--- config.mk ---
export PLATFORM = sky130hd
export DESIGN_NAME = cfwft_chain
export DESIGN_NICKNAME = d
export VERILOG_FILES = /design/src/rtl/cfwft_pkg.sv /design/src/rtl/cfwft_ram.sv /design/src/rtl/cfwft_dly.sv /design/src/rtl/cfwft_stage.sv /design/src/rtl/cfwft_chain.sv
export SDC_FILE = /design/constraint.sdc
export NUM_CORES = 2
export LEC_CHECK = 0
export CORE_UTILIZATION = 57
export CTS_BUF_LIST = sky130_fd_sc_hd__clkbuf_16
export DETAILED_ROUTE_END_ITERATION = 7
export DONT_BUFFER_PORTS = 1
export PLACE_DENSITY_LB_ADDON = 0.3
export SETUP_SLACK_MARGIN = 0.05
export SLEW_MARGIN = 20
export SYNTH_ARGS = -nofsm -noshare
export SYNTH_HDL_FRONTEND = slang
export SYNTH_HIERARCHICAL = 1
export SYNTH_SLANG_ARGS = --single-unit
--- constraint.sdc ---
create_clock -name clk_i -period 7.3 [get_ports clk_i]
set_input_delay 0.365 -clock clk_i [delete_from_list [all_inputs] [get_ports clk_i]]
set_output_delay 0.365 -clock clk_i [all_outputs]
set_load 0.005 [all_outputs]
--- src/rtl/cfwft_pkg.sv ---
package cfwft_pkg;
  localparam int unsigned DEF_WIDTH  = 72;
  localparam int unsigned DEF_AW     = 3;
  localparam int unsigned DEF_STAGES = 3;
  // pointer visibility delays; both must be >= 1
  localparam int unsigned DEF_FWD    = 2;
  localparam int unsigned DEF_BWD    = 2;
endpackage

--- src/rtl/cfwft_ram.sv ---
module cfwft_ram #(
  parameter int unsigned W  = 8,
  parameter int unsigned AW = 2
) (
  input  logic          clk_i,
  input  logic          we_i,
  input  logic [AW-1:0] waddr_i,
  input  logic [W-1:0]  wdata_i,
  input  logic [AW-1:0] raddr_i,
  output logic [W-1:0]  rdata_o
);
  timeunit 1ns; timeprecision 1ps;
  localparam int unsigned DEPTH = 1 << AW;

  logic [W-1:0] mem_q [DEPTH];

  always_ff @(posedge clk_i) begin
    if (we_i) mem_q[waddr_i] <= wdata_i;
  end

  assign rdata_o = mem_q[raddr_i];
endmodule

--- src/rtl/cfwft_dly.sv ---
module cfwft_dly #(
  parameter int unsigned W     = 4,
  parameter int unsigned DEPTH = 2
) (
  input  logic         clk_i,
  input  logic         rst_ni,
  input  logic [W-1:0] d_i,
  output logic [W-1:0] q_o
);
  timeunit 1ns; timeprecision 1ps;

  generate
    if (DEPTH == 0) begin : g_wire
      assign q_o = d_i;
    end else begin : g_pipe
      logic [W-1:0] pipe_q [DEPTH];
      for (genvar i = 0; i < DEPTH; i++) begin : g_tap
        always_ff @(posedge clk_i or negedge rst_ni) begin
          if (!rst_ni) pipe_q[i] <= '0;
          else if (i == 0) pipe_q[i] <= d_i;
          else pipe_q[i] <= pipe_q[(i == 0) ? 0 : i-1];
        end
      end
      assign q_o = pipe_q[DEPTH-1];
    end
  endgenerate
endmodule

--- src/rtl/cfwft_stage.sv ---
module cfwft_stage #(
  parameter int unsigned W   = cfwft_pkg::DEF_WIDTH,
  parameter int unsigned AW  = cfwft_pkg::DEF_AW,
  parameter int unsigned FWD = cfwft_pkg::DEF_FWD,
  parameter int unsigned BWD = cfwft_pkg::DEF_BWD
) (
  input  logic         clk_i,
  input  logic         rst_ni,
  input  logic [W-1:0] din_i,
  input  logic         wen_ni,
  output logic         ir_no,
  output logic [W-1:0] dout_o,
  input  logic         ren_ni,
  input  logic         rcs_ni,
  output logic         or_no
);
  timeunit 1ns; timeprecision 1ps;
  localparam int unsigned PW   = AW + 1;
  localparam int unsigned MEMD = 1 << AW;

  logic [PW-1:0] wr_ptr, rd_ptr, wr_ptr_rv, rd_ptr_wv;
  logic [PW-1:0] cnt_rv, cnt_wv;
  logic [W-1:0]  ram_q;
  logic          wr_fire, rd_fire, load;

  // write side
  assign cnt_wv  = wr_ptr - rd_ptr_wv;
  assign ir_no   = (cnt_wv == PW'(MEMD));
  assign wr_fire = !wen_ni && !ir_no;

  always_ff @(posedge clk_i or negedge rst_ni) begin
    if (!rst_ni) wr_ptr <= '0;
    else if (wr_fire) wr_ptr <= wr_ptr + PW'(1);
  end

  cfwft_ram #(.W(W), .AW(AW)) u_ram (
    .clk_i   (clk_i),
    .we_i    (wr_fire),
    .waddr_i (wr_ptr[AW-1:0]),
    .wdata_i (din_i),
    .raddr_i (rd_ptr[AW-1:0]),
    .rdata_o (ram_q)
  );

  // pointer views across the stage
  cfwft_dly #(.W(PW), .DEPTH(FWD)) u_fwd (
    .clk_i (clk_i), .rst_ni (rst_ni), .d_i (wr_ptr), .q_o (wr_ptr_rv)
  );
  cfwft_dly #(.W(PW), .DEPTH(BWD)) u_bwd (
    .clk_i (clk_i), .rst_ni (rst_ni), .d_i (rd_ptr), .q_o (rd_ptr_wv)
  );

  // read side: output register falls through
  assign cnt_rv  = wr_ptr_rv - rd_ptr;
  assign rd_fire = !ren_ni && !rcs_ni && !or_no;
  assign load    = (cnt_rv != '0) && (or_no || rd_fire);

  always_ff @(posedge clk_i or negedge rst_ni) begin
    if (!rst_ni) begin
      rd_ptr <= '0;
      dout_o <= '0;
      or_no  <= 1'b1;
    end else if (load) begin
      rd_ptr <= rd_ptr + PW'(1);
      dout_o <= ram_q;
      or_no  <= 1'b0;
    end else if (rd_fire) begin
      or_no  <= 1'b1;
    end
  end

  AST_NO_OVERFLOW: assert property (@(posedge clk_i) disable iff (!rst_ni)
    (wr_ptr - rd_ptr) <= PW'(MEMD));
  AST_FULL_WR_DROP: assert property (@(posedge clk_i) disable iff (!rst_ni)
    (!wen_ni && ir_no) |=> $stable(wr_ptr));
  AST_LOAD_HAS_DATA: assert property (@(posedge clk_i) disable iff (!rst_ni)
    load |-> ((wr_ptr - rd_ptr) != '0));
  AST_OUT_HOLD: assert property (@(posedge clk_i) disable iff (!rst_ni)
    (!or_no && !rd_fire) |=> (!or_no && $stable(dout_o)));
  AST_RCS_GATE: assert property (@(posedge clk_i) disable iff (!rst_ni)
    (rcs_ni && !or_no) |=> !or_no);
endmodule

--- src/rtl/cfwft_chain.sv ---
module cfwft_chain #(
  parameter int unsigned WIDTH  = cfwft_pkg::DEF_WIDTH,
  parameter int unsigned AW     = cfwft_pkg::DEF_AW,
  parameter int unsigned STAGES = cfwft_pkg::DEF_STAGES,
  parameter int unsigned FWD    = cfwft_pkg::DEF_FWD,
  parameter int unsigned BWD    = cfwft_pkg::DEF_BWD
) (
  input  logic             clk_i,
  input  logic             rst_ni,
  input  logic [WIDTH-1:0] wr_data_i,
  input  logic             wr_en_ni,
  output logic             in_rdy_no,
  output logic [WIDTH-1:0] rd_data_o,
  input  logic             rd_en_ni,
  input  logic             rd_cs_ni,
  output logic             out_rdy_no
);
  timeunit 1ns; timeprecision 1ps;
  localparam int unsigned LAST = STAGES - 1;

  logic [WIDTH-1:0] st_din  [STAGES];
  logic [WIDTH-1:0] st_dout [STAGES];
  logic             st_wen  [STAGES];
  logic             st_ir   [STAGES];
  logic             st_ren  [STAGES];
  logic             st_rcs  [STAGES];
  logic             st_or   [STAGES];

  generate
    for (genvar i = 0; i < STAGES; i++) begin : g_stage
      if (i == 0) begin : g_head
        assign st_din[i] = wr_data_i;
        assign st_wen[i] = wr_en_ni;
      end else begin : g_link_in
        assign st_din[i] = st_dout[i-1];
        assign st_wen[i] = st_or[i-1];
      end
      if (i == LAST) begin : g_tail
        assign st_ren[i] = rd_en_ni;
        assign st_rcs[i] = rd_cs_ni;
      end else begin : g_link_out
        assign st_ren[i] = st_ir[i+1];
        assign st_rcs[i] = 1'b0;
      end

      cfwft_stage #(.W(WIDTH), .AW(AW), .FWD(FWD), .BWD(BWD)) u_stage (
        .clk_i  (clk_i),
        .rst_ni (rst_ni),
        .din_i  (st_din[i]),
        .wen_ni (st_wen[i]),
        .ir_no  (st_ir[i]),
        .dout_o (st_dout[i]),
        .ren_ni (st_ren[i]),
        .rcs_ni (st_rcs[i]),
        .or_no  (st_or[i])
      );
    end
  endgenerate

  assign in_rdy_no  = st_ir[0];
  assign rd_data_o  = st_dout[LAST];
  assign out_rdy_no = st_or[LAST];

  AST_EMPTY_ZERO: assert property (@(posedge clk_i) disable iff (!rst_ni)
    ($past(out_rdy_no) && out_rdy_no) |-> $stable(rd_data_o));
endmodule

Word-level counts from Yosys, hierarchy flattened
Memories as Yosys holds them, arrays and structs flattened. A register that Yosys moved wholly into a read port is not among the register bits.
Cells that the tools add are included.
- add/subtract/negate cells: 12
- multipliers: 0
- div/mod/pow operators: 0
- magnitude comparators: 0
- eq/ne operators: 3
- shift-type cells: 0
- muxes and demuxes: 12
- bitwise logic cells: 0
- reductions and logical operators: 29
- operator list (operator ; number):
    4-bit by 1-bit adder with 4-bit output (second input constant) ; 6
    4-bit subtractor ; 6
    4-bit == test (second input constant) ; 3
    1-bit zero test ; 12
    1-bit 2-to-1 mux ; 12
    4-bit nonzero test ; 3
    1-bit logical AND ; 8
    2-bit nonzero test ; 3
    1-bit logical OR ; 3
- bits in registers: 75
- bits in latches: 0
- RAM bits: 1728
- ROM bits: 0
- input bits: 77
- memories: 3
- memories (memory ; depth ; bits a word ; read ports ; clocked after memory_dff ; write ports ; RTL line ; RTL):
    g_stage[0].u_stage.u_ram.mem_q ; 8 ; 72 ; 1 ; 1 ; 1 ; cfwft_ram.sv:15 ; logic [W-1:0] mem_q [DEPTH];
    g_stage[1].u_stage.u_ram.mem_q ; 8 ; 72 ; 1 ; 1 ; 1 ; cfwft_ram.sv:15 ;
    g_stage[2].u_stage.u_ram.mem_q ; 8 ; 72 ; 1 ; 1 ; 1 ; cfwft_ram.sv:15 ;

Logic depth before layout (Yosys ltp)
- word-level depth: 7
- mapped depth: 11
- mapped depth without buffers: 10

By module
Netlist, hierarchy kept.
- modules (own cells, without submodules) (module ; instances ; cells an instance ; area each (um^2)):
    cfwft_ram ; 3 ; 845 ; 21927.3
    cfwft_stage ; 3 ; 220 ; 3593.4
    cfwft_dly ; 6 ; 12 ; 230.2
    cfwft_chain ; 1 ; 1 ; 3.8

Least setup slack after synthesis
No wires, ideal clock.
- path type: register to register
- start point: register g_stage[0].u_stage.wr_ptr[2]
- end point: memory g_stage[0].u_stage/u_ram/mem_q[0][0] (netlist name) (enable)
- setup time: 0.590 ns
- data arrival time: 6.455 ns
- data required time: 6.710 ns
- path slack: 0.254 ns
- cell stages (with the launch flop): 8
- buffers on the path: 0
- path through: dfrtp_1 -> ha_1 -> and3b_1 -> o21ai_0 -> a211oi_2 -> nor2_2 -> nand2b_1 -> nor3_1
- longest elaborated chain between the ends: 6
- RTL lines (item ; RTL line ; RTL):
    from (decl) ; cfwft_stage.sv:21 ; logic [PW-1:0] wr_ptr, rd_ptr, wr_ptr_rv, rd_ptr_wv;
    from (signal assigned) ; cfwft_stage.sv:33 ; else if (wr_fire) wr_ptr <= wr_ptr + PW'(1);
    4-bit subtractor ; cfwft_stage.sv:27 ; assign cnt_wv = wr_ptr - rd_ptr_wv;
    4-bit == test ; cfwft_stage.sv:28 ; assign ir_no = (cnt_wv == PW'(MEMD));
    net in_rdy_no ; cfwft_chain.sv:12 ; output logic in_rdy_no,
    1-bit zero test ; cfwft_stage.sv:29 ; assign wr_fire = !wen_ni && !ir_no;
    1-bit logical AND ; cfwft_stage.sv:29 ;
    net g_stage[0].u_stage.wr_fire ; cfwft_stage.sv:24 ; logic wr_fire, rd_fire, load;
    1-bit 2-to-1 mux ; cfwft_ram.sv:18 ; if (we_i) mem_q[waddr_i] <= wdata_i;
    1-bit 2-to-1 mux (implied by the code) ; cfwft_ram.sv:18 ;
    to (decl) ; cfwft_ram.sv:15 ;
The timed path passes the listed nets, and every way through them passes these cells.

Worst setup path after layout
- start point: register g_stage[0].u_stage.wr_ptr[1]
- end point: memory g_stage[0].u_stage/u_ram/mem_q[2][51] (netlist name) (enable)
Same word-level chain as after synthesis.

==> impl_metrics.tcl <==
set metrics [dict create \
    outcome "completed" \
    r2r_setup_slack_ns 3.23 \
    r2r_end "g_stage[0].u_stage/u_ram/mem_q[2][51]$_DFFE_PP_" \
    insertion_delay_ns 0.80 \
    ys_seq_elements 2019 \
    synth_edf_count 1728 \
    maxCapViolations 0 \
    cts_tree "done" \
    io_pins 151 \
    fin_setup_tns_ns 0 \
    rsz0062_at_grt "false" \
    dieArea_mm2 0.138 \
    p_int_mw 30.0 \
    die_h_um 372 \
    start_util_pct 57.5 \
    async_reset_ff_share_pct 14.4 \
    power.density_mw_per_mm2 490 \
    setup_viol 0 \
    cts_root_buf "clkbuf_16" \
    skew_ns 0.0216 \
    tightest_slew_ns 1.14 \
    grt.overflow.total 0 \
    finalPower_mw 42.5 \
    critPathKind "flop to flop" \
    timing.final.crit_share_pct 55.7 \
    timing.fmax_mhz 246 \
    critPathRequiredTime_ns 7.73 \
    syn_area_per_cell_um2 23.9 \
    wire_per_inst_um 26.6 \
    totalWireLength_mm 143 \
    drtIter0Drc 2954 \
    clockPowerShare_pct 22.8 \
    syn_inst 3268 \
    gp_congestion 0.726 \
    power.sequential.fraction_pct 47.8 \
    synth_top_area_share_pct 66.6 \
    yosysWarningCount 6 \
    first_pass_iters 5 \
    maxSlewHeadroom_pct 23.8 \
    dpl.hpwl_mm 80.4 \
    core_mm2 0.136 \
    yosys-top-cells-area "edfxtp_1 67%, mux4_2 12%, dfrtp_1 9.2%" \
    path_clk_slew_ns 0.06 \
    area_growth_pct 11.2 \
    swShare_pct 29.3 \
    placed_cells 4941 \
    cp-start-kind "flop" \
    antenna_found_initial 19 \
    p_leak_nw 29.8 \
    ys_seq_area_share_pct 75.9 \
    critPathArrivalTime_ns 4.49 \
    portBuffers 0 \
    rows 135 \
    grt_max_degree 292 \
    ant_nets 0 \
    min_path_type "input port to async pin" \
    power.switching_mw 12.5 \
    yosysTopAreaCell "edfxtp_1" \
    final_cells 5385 \
    p_comb_share_pct 29.5 \
    clockBufferDepth 3 \
    synth_cell_type_count 44 \
    die_x_um 372 \
    period_minus_slack_ns 4.07 \
    drcViolationCount 0 \
    vias 32295 \
    grt_pass1_wl_mm 214 \
    r2r-start "g_stage[0].u_stage/wr_ptr[1]$_DFFE_PN0P_" \
    slew_viol_final 0 \
    first_global_vias 34024 \
    critPathMaxFanout 35 \
    finalHoldViolations 0 \
    endpoint_kind "flop" \
    nNetsFinal 3533 \
    vias_per_cell 6.00 \
    h-tree-depth 4 \
    vdd_ir_drop_max_uv 394 \
    rr_worst_depth 9 \
    syn-cell-area_mm2 0.0779 \
    post_cts_buffers 0 \
    synth-main-ff-cell "edfxtp_1" \
    numCtsBuffers 190 \
    track_usage_pct 21.0 \
    drive_gt1_share_pct 33.7 \
    cts_num_sinks 2019 \
]
[registers in the layout, summed over array words and instances, names as in the netlist, 12 cells and up]
name                                 count
g_stage.u_stage/rd_ptr                  12
g_stage.u_stage/u_fwd/g_pipe.pipe_q     12
g_stage.u_stage/u_fwd/q_o               12
g_stage.u_stage/dout_o                 216
g_stage.u_stage/u_ram/mem_q           1728
g_stage.u_stage/u_bwd/g_pipe.pipe_q     12
g_stage.u_stage/u_bwd/q_o               12
g_stage.u_stage/wr_ptr                  12
[power groups by stage]
stage               clock network, mW  registers, mW  logic [mW]
finish                           9.67           20.3        12.5
global route                     10.3           20.7        13.3
CTS                              9.84           20.4        12.7
detailed placement                  0           20.6        12.5
global placement                    0           20.1        12.3
floorplan                           0           19.3        10.5
[cell families (layout without fill, tap and decap cells)]
logic type / after synthesis / count (layout) / share of synthesized area, %
AOI/OAI and AO/OA: 39 / 39 / 0.356
xor gates and xnor gates: 30 / 30 / 0.337
adders and majority gates: 24 / 24 / 0.385
buffers and inverters: 189 / 518 / 1.78
DFF: 2019 / 2019 / 75.9
muxes: 870 / 870 / 20.6
other: 1 / 8 / 0.00481
and+or+nand+nor: 96 / 96 / 0.660
[through the flow]
| step | setup WS (ns) | hold WS (ns) | util [%] | cell area, µm² |
|---|---|---|---|---|
| 2_1_floorplan | 0.254 | 0.0694 | - | 78000 |
| 3_3_place_gp | 3.20 | 0.0767 | 58.6 | 79500 |
| 5_1_grt | 3.07 | 0.138 | 63.9 | 86700 |
| 4_1_cts | 3.09 | 0.254 | 63.8 | 86600 |
| 3_5_place_dp | 3.13 | 0.0746 | 58.6 | 79500 |
| 6_report | 3.23 | 0.105 | 63.9 | 86700 |
[what timing repair did]
action,CTS,global route
endpoints found under the hold margin,874,0
hold buffers,77,0
resized for setup,0,0
[cell type report]
type,count,area (µm²)
Clock buffer,197,4930
Multi-Input combinational cell,1061,17600
Sequential cell,2019,59200
Timing Repair Buffer,139,1340
Tap cell,1781,2230
Fill cell,8529,49000
Inverter,21,78.8
Clock inverter,161,1290
Antenna cell,6,15.0
[worst max-delay path: stages, from the launching register on]
cell      delay (ns)
dfrtp_1         0.50
ha_1            0.37
and3b_1         0.20
o21ai_0         0.30
a211oi_2        0.19
nor2_2          0.24
nand2b_1        0.28
nor2_4          0.49
buf_4           0.47
buf_4           0.58
[layer usage]
layer  wire length [µm]  up-vias  share of wire, %  GRT usage [%]
met5                102        -             0.071              0
met3               8120      236               5.7           3.53
met1              60100    17230                42           29.0
met2              71800      967                50           34.8
met4               2930       16               2.0           6.01
li1                   -    13846                 -              -
[placed cells by master (no fill, tap or decap), types with 4 or more instances in the layout]
cell type      netlist  routed
buf_4               24      57
a21oi_1              9       9
nand2_1             21      21
nor3_2               0       6
buf_16               0       4
o31ai_1              6       6
bufinv_16            0      22
nor2_4               0      18
inv_6                0       6
clkinv_1             0      49
o21ai_0              6       6
mux2_4             363     363
dfrtp_4              0       9
clkinv_2             0      38
nand2b_1            12      12
ha_1                24      24
edfxtp_1          1728    1728
diode_2              0       6
xor2_1              18      18
inv_1               21      60
nor2b_1              6       6
mux2_1              39      39
mux4_2             432     432
dfrtp_1            288     279
mux2_2              36      36
clkinvlp_4           0       6
clkbuf_16            0     197
dlygate4sd3_1        0      76
xnor2_1             12      12
[cell usage after synthesis, types with 6 or more instances]
| library cell | instances |
|---|---|
| edfxtp_1 | 1728 |
| mux4_2 | 432 |
| mux2_4 | 363 |
| dfrtp_1 | 288 |
| buf_2 | 51 |
| mux2_1 | 39 |
| mux2_2 | 36 |
| clkbuf_1 | 27 |
| buf_4 | 24 |
| buf_6 | 24 |
| ha_1 | 24 |
| buf_12 | 21 |
| inv_1 | 21 |
| nand2_1 | 21 |
| buf_1 | 18 |
| nor2_1 | 18 |
| xor2_1 | 18 |
| nand2b_1 | 12 |
| xnor2_1 | 12 |
| a21oi_1 | 9 |
| nor2b_1 | 6 |
| nor3_1 | 6 |
| o21ai_0 | 6 |
| o31ai_1 | 6 |
[worst max-delay path by stage]
stage / from / end / slack (ns) / cells after the start
3_5_place_dp: g_stage[2].u_stage/rd_ptr[2]$_DFFE_PN0P_ / g_stage[2].u_stage/dout_o[13]$_DFFE_PN0P_ / 3.13 / 8
6_report: g_stage[0].u_stage/wr_ptr[1]$_DFFE_PN0P_ / g_stage[0].u_stage/u_ram/mem_q[2][51]$_DFFE_PP_ / 3.23 / 9
3_3_place_gp: g_stage[2].u_stage/rd_ptr[2]$_DFFE_PN0P_ / g_stage[2].u_stage/dout_o[68]$_DFFE_PN0P_ / 3.20 / 8
2_1_floorplan: g_stage[0].u_stage/wr_ptr[2]$_DFFE_PN0P_ / g_stage[0].u_stage/u_ram/mem_q[0][0]$_DFFE_PP_ / 0.25 / 7
5_1_grt: g_stage[0].u_stage/wr_ptr[1]$_DFFE_PN0P_ / g_stage[0].u_stage/u_ram/mem_q[2][37]$_DFFE_PP_ / 3.07 / 9
4_1_cts: g_stage[2].u_stage/rd_ptr[2]$_DFFE_PN0P_ / g_stage[2].u_stage/dout_o[16]$_DFFE_PN0P_ / 3.09 / 8
Note: power is estimated with default switching activity, not from simulation.
